**src/rtl/hz_pkg.sv**
```systemverilog
package hz_pkg;
   typedef enum logic [1:0] {
      SEL_RF  = 2'd0,
      SEL_WB  = 2'd1,
      SEL_MEM = 2'd2
   } fwd_sel_e;

   typedef enum logic [1:0] {
      BR_NONE   = 2'd0,
      BR_ALWAYS = 2'd1,
      BR_IFZERO = 2'd2,
      BR_IFNZ   = 2'd3
   } br_kind_e;
endpackage

```
**src/rtl/hz_src_match.sv**
```systemverilog
module hz_src_match #(
   parameter int REG_W    = 5,
   parameter int ZERO_IDX = 31,
   parameter bit HAS_ZERO = 1'b1
) (
   input  logic [REG_W-1:0] src,
   input  logic [REG_W-1:0] dst,
   input  logic             wr,
   output logic             hit
);
   localparam logic [REG_W-1:0] ZR = REG_W'(ZERO_IDX);

   generate
      if (HAS_ZERO) begin : g_zero
         assign hit = wr && (src == dst) && (dst != ZR);
      end else begin : g_plain
         assign hit = wr && (src == dst);
      end
   endgenerate
endmodule

```
**src/rtl/hz_fwd_pick.sv**
```systemverilog
module hz_fwd_pick
   import hz_pkg::*;
#(
   parameter int REG_W    = 5,
   parameter int ZERO_IDX = 31,
   parameter bit HAS_ZERO = 1'b1
) (
   input  logic [REG_W-1:0] src,
   input  logic [REG_W-1:0] mem_rd,
   input  logic             mem_wr,
   input  logic [REG_W-1:0] wb_rd,
   input  logic             wb_wr,
   output logic [1:0]       sel
);
   logic     mem_hit;
   logic     wb_hit;
   fwd_sel_e pick;

   hz_src_match #(.REG_W(REG_W), .ZERO_IDX(ZERO_IDX), .HAS_ZERO(HAS_ZERO)) mem_m (
      .src(src), .dst(mem_rd), .wr(mem_wr), .hit(mem_hit));
   hz_src_match #(.REG_W(REG_W), .ZERO_IDX(ZERO_IDX), .HAS_ZERO(HAS_ZERO)) wb_m (
      .src(src), .dst(wb_rd), .wr(wb_wr), .hit(wb_hit));

   always_comb begin
      if (mem_hit)     pick = SEL_MEM;
      else if (wb_hit) pick = SEL_WB;
      else             pick = SEL_RF;
   end

   assign sel = pick;
endmodule

```
**src/rtl/hz_stall_ctl.sv**
```systemverilog
module hz_stall_ctl
   import hz_pkg::*;
#(
   parameter int REG_W    = 5,
   parameter int ZERO_IDX = 31,
   parameter bit HAS_ZERO = 1'b1
) (
   input  logic [REG_W-1:0] ifid_rs1,
   input  logic [REG_W-1:0] ifid_rs2,
   input  logic [1:0]       br_kind,
   input  logic             br_zero,
   input  logic [REG_W-1:0] idex_rd,
   input  logic             idex_wr,
   input  logic             idex_ld,
   input  logic [REG_W-1:0] exme_rd,
   input  logic             exme_ld,
   output logic             stall,
   output logic             flush
);
   localparam int NSRC = 2;

   logic [REG_W-1:0] srcs [NSRC];
   logic [NSRC-1:0]  ld_ex_hit;
   logic [NSRC-1:0]  alu_ex_hit;
   logic [NSRC-1:0]  ld_me_hit;
   logic             is_cond;
   logic             taken;
   br_kind_e         kind;

   assign srcs[0] = ifid_rs1;
   assign srcs[1] = ifid_rs2;
   assign kind    = br_kind_e'(br_kind);

   generate
      for (genvar i = 0; i < NSRC; i++) begin : g_src
         hz_src_match #(.REG_W(REG_W), .ZERO_IDX(ZERO_IDX), .HAS_ZERO(HAS_ZERO)) ldx (
            .src(srcs[i]), .dst(idex_rd), .wr(idex_ld), .hit(ld_ex_hit[i]));
         hz_src_match #(.REG_W(REG_W), .ZERO_IDX(ZERO_IDX), .HAS_ZERO(HAS_ZERO)) alx (
            .src(srcs[i]), .dst(idex_rd), .wr(idex_wr), .hit(alu_ex_hit[i]));
         hz_src_match #(.REG_W(REG_W), .ZERO_IDX(ZERO_IDX), .HAS_ZERO(HAS_ZERO)) ldm (
            .src(srcs[i]), .dst(exme_rd), .wr(exme_ld), .hit(ld_me_hit[i]));
      end
   endgenerate

   always_comb begin
      is_cond = (kind == BR_IFZERO) || (kind == BR_IFNZ);
      unique case (kind)
         BR_ALWAYS: taken = 1'b1;
         BR_IFZERO: taken = br_zero;
         BR_IFNZ:   taken = !br_zero;
         default:   taken = 1'b0;
      endcase
      stall = (|ld_ex_hit) || (is_cond && ((|alu_ex_hit) || (|ld_me_hit)));
      flush = taken && !stall;
   end
endmodule

```
**src/rtl/hz_unit.sv**
```systemverilog
module hz_unit #(
   parameter int REG_W    = 5,
   parameter int ZERO_IDX = 31,
   parameter bit HAS_ZERO = 1'b1
) (
   input  logic [REG_W-1:0] ifid_rs1,
   input  logic [REG_W-1:0] ifid_rs2,
   input  logic [1:0]       id_br_kind,
   input  logic             id_br_zero,
   input  logic [REG_W-1:0] idex_rs1,
   input  logic [REG_W-1:0] idex_rs2,
   input  logic [REG_W-1:0] idex_rd,
   input  logic             idex_wr,
   input  logic             idex_ld,
   input  logic [REG_W-1:0] exme_rd,
   input  logic             exme_wr,
   input  logic             exme_ld,
   input  logic [REG_W-1:0] mewb_rd,
   input  logic             mewb_wr,
   output logic [1:0]       alu_a_sel,
   output logic [1:0]       alu_b_sel,
   output logic [1:0]       cmp_a_sel,
   output logic [1:0]       cmp_b_sel,
   output logic             stall,
   output logic             flush_ifid
);
   localparam int NPICK = 4;

   initial begin
      assert (REG_W >= 1 && REG_W <= 16)
         else $error("hz_unit: REG_W out of range");
      assert (ZERO_IDX >= 0 && ZERO_IDX < (1 << REG_W))
         else $error("hz_unit: ZERO_IDX outside register space");
   end

   logic [REG_W-1:0] pick_src [NPICK];
   logic [1:0]       pick_sel [NPICK];

   assign pick_src[0] = idex_rs1;
   assign pick_src[1] = idex_rs2;
   assign pick_src[2] = ifid_rs1;
   assign pick_src[3] = ifid_rs2;

   generate
      for (genvar k = 0; k < NPICK; k++) begin : g_pick
         hz_fwd_pick #(.REG_W(REG_W), .ZERO_IDX(ZERO_IDX), .HAS_ZERO(HAS_ZERO)) pick_i (
            .src   (pick_src[k]),
            .mem_rd(exme_rd),
            .mem_wr(exme_wr),
            .wb_rd (mewb_rd),
            .wb_wr (mewb_wr),
            .sel   (pick_sel[k]));
      end
   endgenerate

   assign alu_a_sel = pick_sel[0];
   assign alu_b_sel = pick_sel[1];
   assign cmp_a_sel = pick_sel[2];
   assign cmp_b_sel = pick_sel[3];

   hz_stall_ctl #(.REG_W(REG_W), .ZERO_IDX(ZERO_IDX), .HAS_ZERO(HAS_ZERO)) stall_i (
      .ifid_rs1(ifid_rs1),
      .ifid_rs2(ifid_rs2),
      .br_kind (id_br_kind),
      .br_zero (id_br_zero),
      .idex_rd (idex_rd),
      .idex_wr (idex_wr),
      .idex_ld (idex_ld),
      .exme_rd (exme_rd),
      .exme_ld (exme_ld),
      .stall   (stall),
      .flush   (flush_ifid));
endmodule

```
**config.mk**
```make
export PLATFORM = sky130hd
export DESIGN_NAME = hz_unit
export DESIGN_NICKNAME = d
export VERILOG_FILES = /design/src/rtl/hz_pkg.sv /design/src/rtl/hz_src_match.sv /design/src/rtl/hz_fwd_pick.sv /design/src/rtl/hz_stall_ctl.sv /design/src/rtl/hz_unit.sv
export SDC_FILE = /design/constraint.sdc
export NUM_CORES = 1
export LEC_CHECK = 0
export ABC_CLOCK_PERIOD_IN_PS = 1400
export BUFFER_PORTS_ARGS = -buffer_cell sky130_fd_sc_hd__buf_2
export CORE_MARGIN = 2
export CORE_UTILIZATION = 41
export DETAILED_ROUTE_END_ITERATION = 16
export PLACE_DENSITY_LB_ADDON = 0.08
export SYNTH_ARGS = -nofsm -noshare
export SYNTH_HDL_FRONTEND = slang
export SYNTH_SLANG_ARGS = --single-unit
```
**constraint.sdc**
```tcl
create_clock -name vclk -period 1.4
set_input_delay 0.21 -clock vclk [all_inputs]
set_output_delay 0.21 -clock vclk [all_outputs]
set_load 0.02 [all_outputs]
```
# --- After elaboration in Yosys (flattened, before gate mapping) ---
# Index checks and enable logic that the tools add are counted.
word_totals:
  register_bits: 0
  in_bits: 43
  out_inout_bits: 10
classes:
  n_eq_ne: 16
  mux: 9
  n_reduce_logical: 38
ops:
  columns: ["cell", "n"]
  rows:
  - ["$eq A5 B5 Y1", 10]
  - ["$logic_and A1 B1 Y1", 30]
  - ["$ne A5 B5 Y1 const B", 3]
  - ["$mux W2", 4]
  - ["$reduce_or A2 Y1", 3]
  - ["$eq A2 B2 Y1 const B", 2]
  - ["$mux W1", 4]
  - ["$logic_or A1 B1 Y1", 3]
  - ["$pmux W1 S3", 1]
  - ["$eq A2 B1 Y1 const B", 1]
  - ["$logic_not A1 Y1", 2]

# --- Logic depth before layout (Yosys ltp) ---
logic_depth:
  word_depth: 9
  mapped_depth: 6

# --- Cells and area by module ---
# Synthesis repeated with hierarchy kept, for this count alone.
unflattened:
  cells_unflattened: 168
  hier_area_um2: 1303.8
by_module_without_submodules:
  columns: ["mod", "instances", "cells_each", "area_each_um2"]
  rows:
  - ["hz_src_match", 14, 11, 82.6]
  - ["hz_fwd_pick", 4, 2, 21.3]
  - ["hz_stall_ctl", 1, 6, 62.6]

# --- Least setup slack after synthesis ---
# No wires, ideal clock.
synth_timing:
  kind: "in2out"
  from: "input port mewb_rd[4]"
  to: "output port alu_a_sel[0]"
  arrival_time_ns: 1.376
  slack_ns: -0.186
  path_stages: 4
  path_buffers: 1
  path_cell_list: "buf_6 > xor2_1 > or4_1 > nor4_2"
synth_between:
  elab_chain_len: 5
  elab_cells_between_ends: 6
  classes_between: "2 x eq/ne; 2 x mux; 2 x reduce/logical"
synth_rtl:
  columns: ["item", "line_no", "rtl"]
  rows:
  - ["from (decl)", "hz_unit.sv:18", "input logic [REG_W-1:0] mewb_rd,"]
  - ["$eq A5 B5 Y1", "hz_src_match.sv:15", "assign hit = wr && (src == dst) && (dst != ZR);"]
  - ["$logic_and A1 B1 Y1", "hz_src_match.sv:15", null]
  - ["$logic_and A1 B1 Y1 (*)", "hz_src_match.sv:15", null]
  - ["$mux W1 (*)", "hz_fwd_pick.sv:26", "else if (wb_hit) pick = SEL_WB;"]
  - ["$mux W2 (*)", "hz_fwd_pick.sv:25", "if (mem_hit) pick = SEL_MEM;"]
  - ["to (decl)", "hz_unit.sv:20", "output logic [1:0] alu_a_sel,"]
# Every way passes the cells marked *; elsewhere a longest branch is shown, timed or not.

# --- Worst setup path in the final report ---
layout_timing:
  from: "input port mewb_rd[4]"
  to: "output port cmp_a_sel[0]"
layout_between:
  elab_chain_len: 5
  elab_cells_between_ends: 6
  classes_between: "2 x eq/ne; 2 x mux; 2 x reduce/logical"
layout_rtl:
  columns: ["item", "line_no", "rtl"]
  rows:
  - ["$eq A5 B5 Y1", "hz_src_match.sv:15", null]
  - ["$logic_and A1 B1 Y1", "hz_src_match.sv:15", null]
  - ["$logic_and A1 B1 Y1 (*)", "hz_src_match.sv:15", null]
  - ["$mux W1 (*)", "hz_fwd_pick.sv:26", null]
  - ["$mux W2 (*)", "hz_fwd_pick.sv:25", null]
  - ["to (decl)", "hz_unit.sv:22", "output logic [1:0] cmp_a_sel,"]
# Marked as above.

==> impl_results.rst <==
.. list-table::
   :header-rows: 1

   * - Metric
     - Value
   * - Hold EP
     - stall
   * - Count of port buffers added during placement
     - 53
   * - Area taken by flip-flops and latches
     - 0 µm²
   * - Total Routed Length
     - 4.120 mm
   * - Standard cell with the maximum stage delay on the critical path
     - or4_4
   * - Antenna diode count
     - 0
   * - Total power divided by cell area
     - 334.1 mW/mm²
   * - Chip height
     - 49.32 µm
   * - Filler Cells Inserted
     - 72
   * - Critical path class
     - in -> out
   * - Number of DRC violations after detailed routing
     - 0
   * - Critical path startpoint
     - mewb_rd[4]
   * - Maximum fanout count along the critical path
     - 5
   * - Number of placed instances, taps included
     - 189
   * - Warnings, synthesis
     - 0
   * - GR Overflow Total
     - 0
   * - Final setup violation count
     - 10
   * - Number of nets in the synthesized netlist
     - 144
   * - Setup crit start kind
     - input pin
   * - Setup repair after global routing missed its margin
     - yes
   * - Combined area of the multi-input logic cells
     - 0.001013 mm²
   * - Worst-Margin Slew
     - 310.4 ps
   * - Total number of nets in the final design
     - 209
   * - Starting Density
     - 43.36%
   * - Routed length per placed instance
     - 21.57 µm
   * - Top post-synthesis cells by count
     - xor2_1 (33), xnor2_1 (18), nand3_1 (6), buf_2 (5), buf_6 (5)
   * - Via count of the first global-routing pass
     - 1,015
   * - Post-Layout Cell Count
     - 191
   * - Post-route total power
     - 0.5974 mW
   * - Average via count per standard cell
     - 5.476
   * - Initial DRT Pass Iterations
     - 4
   * - Post-CTS Hold Fix Bufs
     - 0
   * - Worst EP required
     - 1190 ps
   * - VDD IR-drop max
     - 0.2414 mV
   * - Sequential share of the synthesized area
     - 0%
   * - Number of clock-tree buffers in the layout
     - 0
   * - Horiz. Die Dim
     - 49.32 µm
   * - Die Footprint
     - 0.002432 mm²
   * - Standard-cell rows
     - 16
   * - Area fraction of the dominant cell type after synthesis
     - 34.32%
   * - Layout cells sized above 1
     - 73.17%
   * - First-pass GRT wire length
     - 4.650 mm
   * - Core footprint
     - 0.001942 mm²
   * - Class of the tightest hold or removal check
     - in -> out
   * - Max frequency
     - 0.6299 GHz
   * - Headroom to the max-slew limit
     - 79.31%
   * - Number of endpoints with negative hold slack in the final report
     - 0
   * - Synth unique cells
     - 22
   * - Remaining antenna violation count after routing
     - 0
   * - Start point of the worst hold path
     - exme_ld
   * - MaxCap Viol Count
     - 0
   * - Number of buffer and inverter instances along the worst setup path
     - 2
   * - Cell count after synthesis
     - 101
   * - Count of pins on the block boundary
     - 53
   * - Pin count of the biggest net entering global routing
     - 6
   * - Hold Path Depth
     - 4
   * - Run status
     - finished with violations
   * - Final period utilization
     - 113.4%
   * - Worst path setup slack after routing
     - -187.7 ps
   * - Netlist area before placement
     - 842.1 µm²
   * - Leading area contributor after synthesis
     - xor2_1
   * - Top cells by area in the synthesized netlist
     - xor2_1 (34%), xnor2_1 (19%), buf_6 (6.7%)
   * - Violations in the final reports
     - setup timing
   * - Cells along the critical path
     - buf_8, xor2_1, or4_4, nor4_4, buf_4
   * - Total half-perimeter wirelength after legalization and detailed placement
     - 2.120 mm
   * - GPL Wtd Cong
     - 0.7541
   * - Minimum clock period
     - 1588 ps
   * - Crit path max-delay family
     - simple AND/OR/NAND/NOR gates
   * - Smallest hold slack
     - 815.3 ps
   * - Post-synthesis area per instance
     - 8.337 µm²
   * - Synthesis-to-finish area growth
     - 112.3%
   * - Vias
     - 1,046
   * - Layout sequential cell count
     - 0
   * - Number of antenna violations at the first check in global routing
     - 0
   * - Final-report max-slew violation count
     - 0
   * - Endpoint class of the critical path
     - output port
   * - Crit-path max cell delay
     - 570 ps
   * - Static leakage power
     - 0.7699 nW
   * - Arrival time at the worst endpoint
     - 1380 ps
   * - Most common cell in the netlist
     - xor2_1
   * - DRC marker count from the first detailed-route iteration
     - 10
   * - Setup Slack @ Placement
     - -268.4 ps
   * - Global routing usage summed across all routing layers
     - 23.80%
==> routing by layer <==
metal	global-route usage, %	part of all wire [%]
met1	30.46	37
met2	43.47	53
met3	0.9202	5.1
met4	5.238	5.4
met5	0	0
==> repair_timing <==
action                                  in CTS  in global routing
endpoints found under the setup margin      10                 10
resized for setup                           74                 45
pin swaps                                   27                 17
setup buffers                                2                  0
==> cell families (layout without fill, tap and decap cells) <==
group | after synthesis | after routing | share of synthesized area, %
buffers and inverters | 14 | 77 | 13.22
xor gates and xnor gates | 51 | 51 | 53.05
and+or+nand+nor | 30 | 30 | 28.23
AOI/OAI and AO/OA | 6 | 6 | 5.498
==> metrics by stage <==
step	TNS, ps	area, µm²	utilization, %
6_report	-988.5	1788	92.07
5_1_grt	-1456	1788	92.07
4_1_cts	-917.3	1540	79.32
3_5_place_dp	-1970	1247	64.24
3_3_place_gp	-1809	1247	64.24
2_1_floorplan	-410.9	882.1	-
==> where the power goes <==
group | internal, mW | total, mW | switching (mW)
logic | 0.317 | 0.597 | 0.281
clock network | 0 | 0 | 0
registers | 0 | 0 | 0
==> layout by cell type (no fill, tap or decap) <==
| master | count |
|---|---|
| o21ai_2 | 1 |
| buf_2 | 17 |
| nor2b_4 | 1 |
| nand2_2 | 1 |
| nand2_4 | 1 |
| xnor2_1 | 5 |
| nand3_2 | 4 |
| xnor2_4 | 3 |
| o2111ai_2 | 1 |
| nor4_4 | 6 |
| buf_4 | 23 |
| buf_8 | 13 |
| nor3_2 | 3 |
| o31ai_2 | 1 |
| nor2_1 | 1 |
| nand3_4 | 1 |
| nand3_1 | 3 |
| a21oi_1 | 1 |
| a31oi_2 | 1 |
| or4_4 | 4 |
| buf_6 | 22 |
| buf_12 | 2 |
| nor3_4 | 1 |
| o311a_1 | 1 |
| xor2_2 | 2 |
| and3_4 | 2 |
| xnor2_2 | 10 |
| nand2_1 | 2 |
| xor2_1 | 31 |
==> how the worst max path moves through the flow <==
| stage | endpoint | slack, ps | depth (start not counted) |
|---|---|---|---|
| floorplan | alu_a_sel[0] | -100 | 4 |
| global placement | cmp_a_sel[0] | -250 | 6 |
| detailed placement | cmp_a_sel[0] | -270 | 6 |
| CTS | alu_b_sel[0] | -190 | 5 |
| global route | cmp_a_sel[0] | -220 | 5 |
| finish | cmp_a_sel[0] | -190 | 5 |
==> final cells by class <==
type	instances	share of cell area, %
well taps	27	1.889
repair buffers	77	41.43
multi-input cells	87	56.68
Power figures use the tool's default switching activity.
